==> config.mk <==
export PLATFORM = sky130hd
export DESIGN_NAME = nextpc_unit
export DESIGN_NICKNAME = d
export VERILOG_FILES = /design/src/rtl/nextpc_pkg.sv /design/src/rtl/npc_decode.sv /design/src/rtl/npc_target.sv /design/src/rtl/npc_redirect.sv /design/src/rtl/nextpc_unit.sv
export SDC_FILE = /design/constraint.sdc
export NUM_CORES = 1
export LEC_CHECK = 0
export ABC_AREA = 0
export BUFFER_PORTS_ARGS = -buffer_cell sky130_fd_sc_hd__buf_4
export CORE_MARGIN = 2
export CORE_UTILIZATION = 35
export DETAILED_ROUTE_END_ITERATION = 8
export GPL_TIMING_DRIVEN = 0
export PLACE_DENSITY_LB_ADDON = 0.3
export SLEW_MARGIN = 20
export SYNTH_ARGS = -nofsm -noshare
export SYNTH_HDL_FRONTEND = slang
export SYNTH_HIERARCHICAL = 1
export SYNTH_SLANG_ARGS = --single-unit
==> constraint.sdc <==
create_clock -name clk -period 4.2 [get_ports clk]
set_input_delay 0.42 -clock clk [delete_from_list [all_inputs] [get_ports clk]]
set_output_delay 0.42 -clock clk [all_outputs]
set_load 0.01 [all_outputs]
==> src/rtl/nextpc_pkg.sv <==
package nextpc_pkg;

  localparam logic [5:0] OP_JMPR  = 6'h10;
  localparam logic [5:0] OP_JMP   = 6'h1a;
  localparam logic [5:0] OP_JAL   = 6'h1b;
  localparam logic [5:0] OP_BSET  = 6'h1c;
  localparam logic [5:0] OP_BSETH = 6'h1d;
  localparam logic [5:0] OP_BCLR  = 6'h1e;
  localparam logic [5:0] OP_BCLRH = 6'h1f;

  typedef struct packed {
    logic is_ctrl;
    logic indirect;
    logic is_call;
    logic need_cc;
    logic cc_pol;
    logic hint;
  } xfer_dec_t;

endpackage

==> src/rtl/npc_decode.sv <==
module npc_decode
  import nextpc_pkg::*;
#(
  parameter int OPW = 6
) (
  input  logic [OPW-1:0] opcode,
  output xfer_dec_t      dec
);

  always_comb begin
    dec = '0;
    unique case (opcode)
      OP_JMPR:  begin dec.is_ctrl = 1'b1; dec.indirect = 1'b1; end
      OP_JMP:   begin dec.is_ctrl = 1'b1; end
      OP_JAL:   begin dec.is_ctrl = 1'b1; dec.is_call = 1'b1; end
      OP_BSET:  begin dec.is_ctrl = 1'b1; dec.need_cc = 1'b1; dec.cc_pol = 1'b1; end
      OP_BSETH: begin dec.is_ctrl = 1'b1; dec.need_cc = 1'b1; dec.cc_pol = 1'b1;
                      dec.hint = 1'b1; end
      OP_BCLR:  begin dec.is_ctrl = 1'b1; dec.need_cc = 1'b1; end
      OP_BCLRH: begin dec.is_ctrl = 1'b1; dec.need_cc = 1'b1; dec.hint = 1'b1; end
      default:  dec = '0;
    endcase
  end

endmodule

==> src/rtl/npc_target.sv <==
module npc_target #(
  parameter int XLEN  = 32,
  parameter int DISPW = 26
) (
  input  logic [XLEN-1:0]  pc,
  input  logic [DISPW-1:0] disp,
  input  logic [XLEN-1:0]  reg_val,
  input  logic             indirect,
  output logic [XLEN-1:0]  target
);

  localparam int SHIFT = 2;
  localparam int EXTW  = XLEN - DISPW - SHIFT;
  localparam logic [XLEN-1:0] STEP = XLEN'(XLEN / 8);

  logic [XLEN-1:0] byte_off;
  logic [XLEN-1:0] rel_tgt;
  logic [XLEN-1:0] abs_tgt;

  assign byte_off = {{EXTW{disp[DISPW-1]}}, disp, {SHIFT{1'b0}}};
  assign rel_tgt  = pc + STEP + byte_off;
  assign abs_tgt  = {reg_val[XLEN-1:SHIFT], {SHIFT{1'b0}}};
  assign target   = indirect ? abs_tgt : rel_tgt;

endmodule

==> src/rtl/npc_redirect.sv <==
module npc_redirect #(
  parameter int XLEN = 32
) (
  input  logic            clk,
  input  logic            rst_n,
  input  logic            advance,
  input  logic            arm,
  input  logic [XLEN-1:0] tgt_in,
  output logic            pend_valid,
  output logic [XLEN-1:0] pend_tgt
);

  always_ff @(posedge clk or negedge rst_n) begin
    if (!rst_n) begin
      pend_valid <= 1'b0;
      pend_tgt   <= '0;
    end else if (advance) begin
      pend_valid <= arm;
      pend_tgt   <= tgt_in;
    end
  end

endmodule

==> src/rtl/nextpc_unit.sv <==
module nextpc_unit
  import nextpc_pkg::*;
#(
  parameter int XLEN     = 32,
  parameter int DISPW    = 26,
  parameter int REGW     = 5,
  parameter int RIDX_LSB = 11,
  parameter int LINK_REG = 1
) (
  input  logic            clk,
  input  logic            rst_n,
  input  logic            fetch_en,
  input  logic [31:0]     instr,
  input  logic [31:0]     pc,
  input  logic            cc_flag,
  output logic [4:0]      rf_raddr,
  input  logic [31:0]     rf_rdata,
  output logic [31:0]     next_pc,
  output logic            taken,
  output logic            hint,
  output logic            link_we,
  output logic [4:0]      link_addr,
  output logic [31:0]     link_data,
  output logic            slot_xfer
);

  localparam int OPW = XLEN - DISPW;
  localparam logic [XLEN-1:0] STEP = XLEN'(XLEN / 8);

  xfer_dec_t       dec;
  logic [XLEN-1:0] target;
  logic            pend_valid;
  logic [XLEN-1:0] pend_tgt;
  logic            cond_ok;
  logic            take_raw;

  npc_decode #(.OPW(OPW)) u_dec (
    .opcode (instr[XLEN-1:DISPW]),
    .dec    (dec)
  );

  npc_target #(.XLEN(XLEN), .DISPW(DISPW)) u_tgt (
    .pc       (pc),
    .disp     (instr[DISPW-1:0]),
    .reg_val  (rf_rdata),
    .indirect (dec.indirect),
    .target   (target)
  );

  npc_redirect #(.XLEN(XLEN)) u_pend (
    .clk        (clk),
    .rst_n      (rst_n),
    .advance    (fetch_en),
    .arm        (take_raw),
    .tgt_in     (target),
    .pend_valid (pend_valid),
    .pend_tgt   (pend_tgt)
  );

  // Condition: unconditional forms pass; conditional ones compare the flag.
  assign cond_ok  = !dec.need_cc || (cc_flag == dec.cc_pol);
  // A transfer sitting in a delay slot is suppressed.
  assign take_raw = dec.is_ctrl && cond_ok && !pend_valid;

  assign rf_raddr  = instr[RIDX_LSB +: REGW];
  assign taken     = fetch_en && take_raw;
  assign hint      = dec.hint && !pend_valid;
  assign link_we   = fetch_en && dec.is_call && !pend_valid;
  assign link_addr = REGW'(LINK_REG);
  assign link_data = pc + (STEP << 1);
  assign slot_xfer = fetch_en && pend_valid && dec.is_ctrl;
  assign next_pc   = pend_valid ? pend_tgt : pc + STEP;

endmodule

Word level (Yosys, flattened, before mapping)
Index checks and enable logic that the tools add are counted.
- add/subtract/negate cells: 3
- eq/ne operators: 8
- muxes and demuxes: 8
- reduce and logical (&&, ||, !) cells: 15
- operators with widths (kind ; number):
    2-to-1 mux 32 bit ; 2
    == test 6 x 5 -> 1 bit (second input constant) ; 7
    adder 32 x 3 -> 32 bit (second input constant) ; 1
    adder 32 bit ; 1
    adder 32 x 4 -> 32 bit (second input constant) ; 1
    logical AND 1 bit ; 8
    OR reduction 7 bit ; 1
    2-to-1 mux 1 bit ; 6
    OR reduction 2 bit ; 2
    OR reduction 4 bit ; 1
    logical NOT 1 bit ; 2
    == test 1 bit ; 1
    logical OR 1 bit ; 1
- bits in registers: 33
- input port bits: 100
- logic and storage cells: 36

Depth between registers and ports, before layout
- depth after elaboration: 8
- depth in mapped cells: 13
- gate-level depth less buffers: 13

Cells and area by module
The synthesis kept the hierarchy.
- modules (own cells, without submodules) (module ; instances ; cells an instance ; area each (µm²) ; sequential area each (µm²)):
    npc_target ; 1 ; 318 ; 2265.9 ; 0.0
    nextpc_unit ; 1 ; 275 ; 1710.4 ; 0.0
    npc_redirect ; 1 ; 70 ; 1381.3 ; 825.8
    npc_decode ; 1 ; 10 ; 67.6 ; 0.0

Worst setup path before layout
No wires, ideal clock.
- path kind: in2reg
- from: input port pc[3]
- to: register u_pend.pend_tgt[25]
- library setup time: 125 ps
- arrival time: 2856 ps
- setup slack: 1219 ps
- stages: 11
- path buffers: 0
- path through: ha_1 -> ha_1 -> fa_1 -> a21oi_1 -> nand4b_1 -> a211oi_1 -> o2111ai_1 -> a21oi_1 -> or3_1 -> a31o_1 -> mux2_4
- longest elaborated chain between the ends: 3
- RTL lines (item ; line ; source):
    start: declaration ; nextpc_unit.sv:14 ; input logic [31:0] pc,
    adder 32 x 3 -> 32 bit ; npc_target.sv:21 ; assign rel_tgt = pc + STEP + byte_off;
    adder 32 bit ; npc_target.sv:21 ;
    2-to-1 mux 32 bit ; npc_target.sv:23 ; assign target = indirect ? abs_tgt : rel_tgt;
    net target[25] ; nextpc_unit.sv:31 ; logic [XLEN-1:0] target;
    end signal: assignment ; npc_redirect.sv:19 ; pend_tgt <= tgt_in;
    end: declaration ; npc_redirect.sv:10 ; output logic [XLEN-1:0] pend_tgt
The timed path passes the listed nets, and every way through them passes these cells.
A chain may end at the register's enable or synchronous reset.

Final worst setup path
Same ends and word-level chain as after synthesis.

==> results.toml <==
[outcome]
status = "complete, no violations"

[yosys]
synth_top_cell_by_area = "dfrtp_1"
synth_warnings = 6
synth_flop_cell = "dfrtp_1"
post-synth-top-area-fraction_pct = 15.2
synth.most_common_cell = "nand2_1"
ys_types = 70
async_flop_share_pct = 100
synth_seq_area_share_pct = 15.2
syn_area_um2 = 5430
synth_edf_count = 0
syn_avg_cell_area_um2 = 8.06
ys_seq_elements = 33
ys_top_cells_by_area = "dfrtp_1, ha_1, mux2_4"
ys_top_cells_by_count = "nand2_1, ha_1, o21ai_0"
synthCells = 673

[power]
power.total_mw = 1.76
leakagePower_nw = 3.31
ir_drop_v = 0.000169
power_density_nw_per_um2 = 248

[sta]
timing.final.crit_share_pct = 83.8
setup_violations = 0
fin_skew_ns = 0
min_period_ns = 3.52
slew-limit-headroom_pct = 43.1
worst_pin_slew_ns = 0.846
finalHoldViolCount = 0
fin_tns_setup_ns = 0
timing.fmax_ghz = 0.284
timing.final.max_slew_violations = 0
hold_ws_ns = 0.0829
grt_setup_unrepaired = "no"

[placed_design]
io_buffers = 170
hpwl_um = 15900
gp_congestion = 0.944

[floorplan]
io-pin-count = 178
rows = 45
core_um2 = 15200
initial_core_util_pct = 35.7
dieWidth_um = 129
die_y_um = 129
die_area_um2 = 16500

[finish]
drive_gt1_share_pct = 31.4
n_fill_cell = 1560
num_antenna_cells = 0
fin_nets = 1014
layout-area-overhead-vs-synth_pct = 30.6
utilization_pct = 46.6

[cts]
cts-root-buf = "clkbuf_16"
cts_resized = 0
h-tree-depth = 2
cts_tree = "built"
insertion_delay_ns = 0.28
cts-buffers-inserted = 5
hold_buffers = 0
clk_pin_slew_ns = 0.05
clock_path_buffers = 2
clock-sinks = 33
postCtsSetupRepairBufs = 0

[global_routing]
antenna_found_initial = 0
grt_usage_pct = 22.9
grt_start_max_net_pins = 34
grt_overflow = 0
grt_pass1_vias = 5533
grt_pass1_wl_um = 29500

[min_path]
min_path_type = "input pin to asynchronous set/reset pin"

[drt]
viasPerCell = 5.53
finalWirelength_um = 19300
initialDrtViolationCount = 350
drtPass1Iterations = 5
wl_per_cell_um = 18.5
drc = 0
vias = 5759
drtAntennaViolNets = 0

[worst_setup_path]
critPathMaxFanout = 6
end_kind = "flip-flop"
crit_type = "input pin to flip-flop"
arrival_ns = 3.69
crit_required_ns = 4.37
crit_path_start_kind = "input pin"

[job]
drv_cap = 0
[area by class of cell]
class	instances	area (um^2)	share of cell area [%]
well taps	188	235	3.32
repair buffers	170	1280	18.0
clock buffers	6	129	1.82
clock inverters	2	10.0	0.141
multi-input cells	573	4220	59.5
flip-flops and latches	33	826	11.7
plain buffers	55	337	4.75
inverters	15	56.3	0.794
[final timing paths]
path / start / end / slack (ns) / cells past startpoint
min in group clk: rf_rdata[8] / u_pend/pend_tgt[8] / 0.49 / 4
max in group asynchronous: rst_n / u_pend/pend_tgt[24] / 3.80 / 1
worst max-delay path: pc[3] / u_pend/pend_tgt[25] / 0.68 / 12
worst max register to register: u_pend/pend_valid / u_pend/pend_valid / 2.80 / 4
worst min-delay path: rst_n / u_pend/pend_tgt[7] / 0.08 / 1
worst min register to register: u_pend/pend_tgt[1] / u_pend/pend_tgt[1] / 0.51 / 1
[per-stage QoR]
stage	setup WS, ns	area, um^2	std cells
4_1_cts	0.720	7090	1042
3_5_place_dp	0.450	6950	1034
6_report	0.679	7090	1042
3_3_place_gp	0.376	6950	1034
2_1_floorplan	1.22	5440	676
5_1_grt	0.604	7090	1042
[cell families after synthesis]
logic type	share of synthesized area, %
compound gates	18.7
buf+inv	7.24
xor+xnor	10.2
mux	10.5
fa+ha+maj	14.2
other cells	0.138
simple gates	23.8
flops	15.2
[flip-flops by register name (all words and copies together) (netlist names)]
signal and flops:
u_pend/pend_tgt 32, u_pend/pend_valid 1
[worst max-delay path: stages]
cell,delay (ns)
buf_4,0.14
ha_1,0.30
ha_1,0.25
fa_1,0.42
a21oi_1,0.27
nand4b_1,0.25
a211oi_1,0.11
o2111ai_1,0.55
a21oi_1,0.17
or3_1,0.32
a31o_1,0.24
mux2_4,0.25
[routing by layer]
layer  up-vias  track usage, %  wire length (um)
li1       2807               -                 -
met1      2672            31.2              8660
met2       244            37.6              8810
met3        36            2.49              1270
met4         0            8.57               581
met5         -               0                 0
[power by group]
part	internal [mW]	switching [mW]
logic	0.470	0.453
clock network	0.218	0.142
registers	0.412	0.0620
total	1.10	0.657
[layout by cell type (no fill, tap or decap), types with 9 or more instances in the layout]
cell	Yosys	routed
mux2_2	9	9
inv_1	15	15
buf_4	13	183
xor2_1	29	29
nor2_1	38	38
xnor2_1	34	34
mux2_4	30	30
clkbuf_1	22	23
nor3_1	11	11
nand3_1	16	16
a31oi_1	16	16
o21ai_0	57	57
nand2_1	76	76
a21o_1	16	16
dfrtp_1	33	33
buf_2	13	13
a21oi_1	29	29
and3_1	17	17
ha_1	60	60
nand4_1	31	31
No activity file was read; power rests on OpenSTA's default activity.
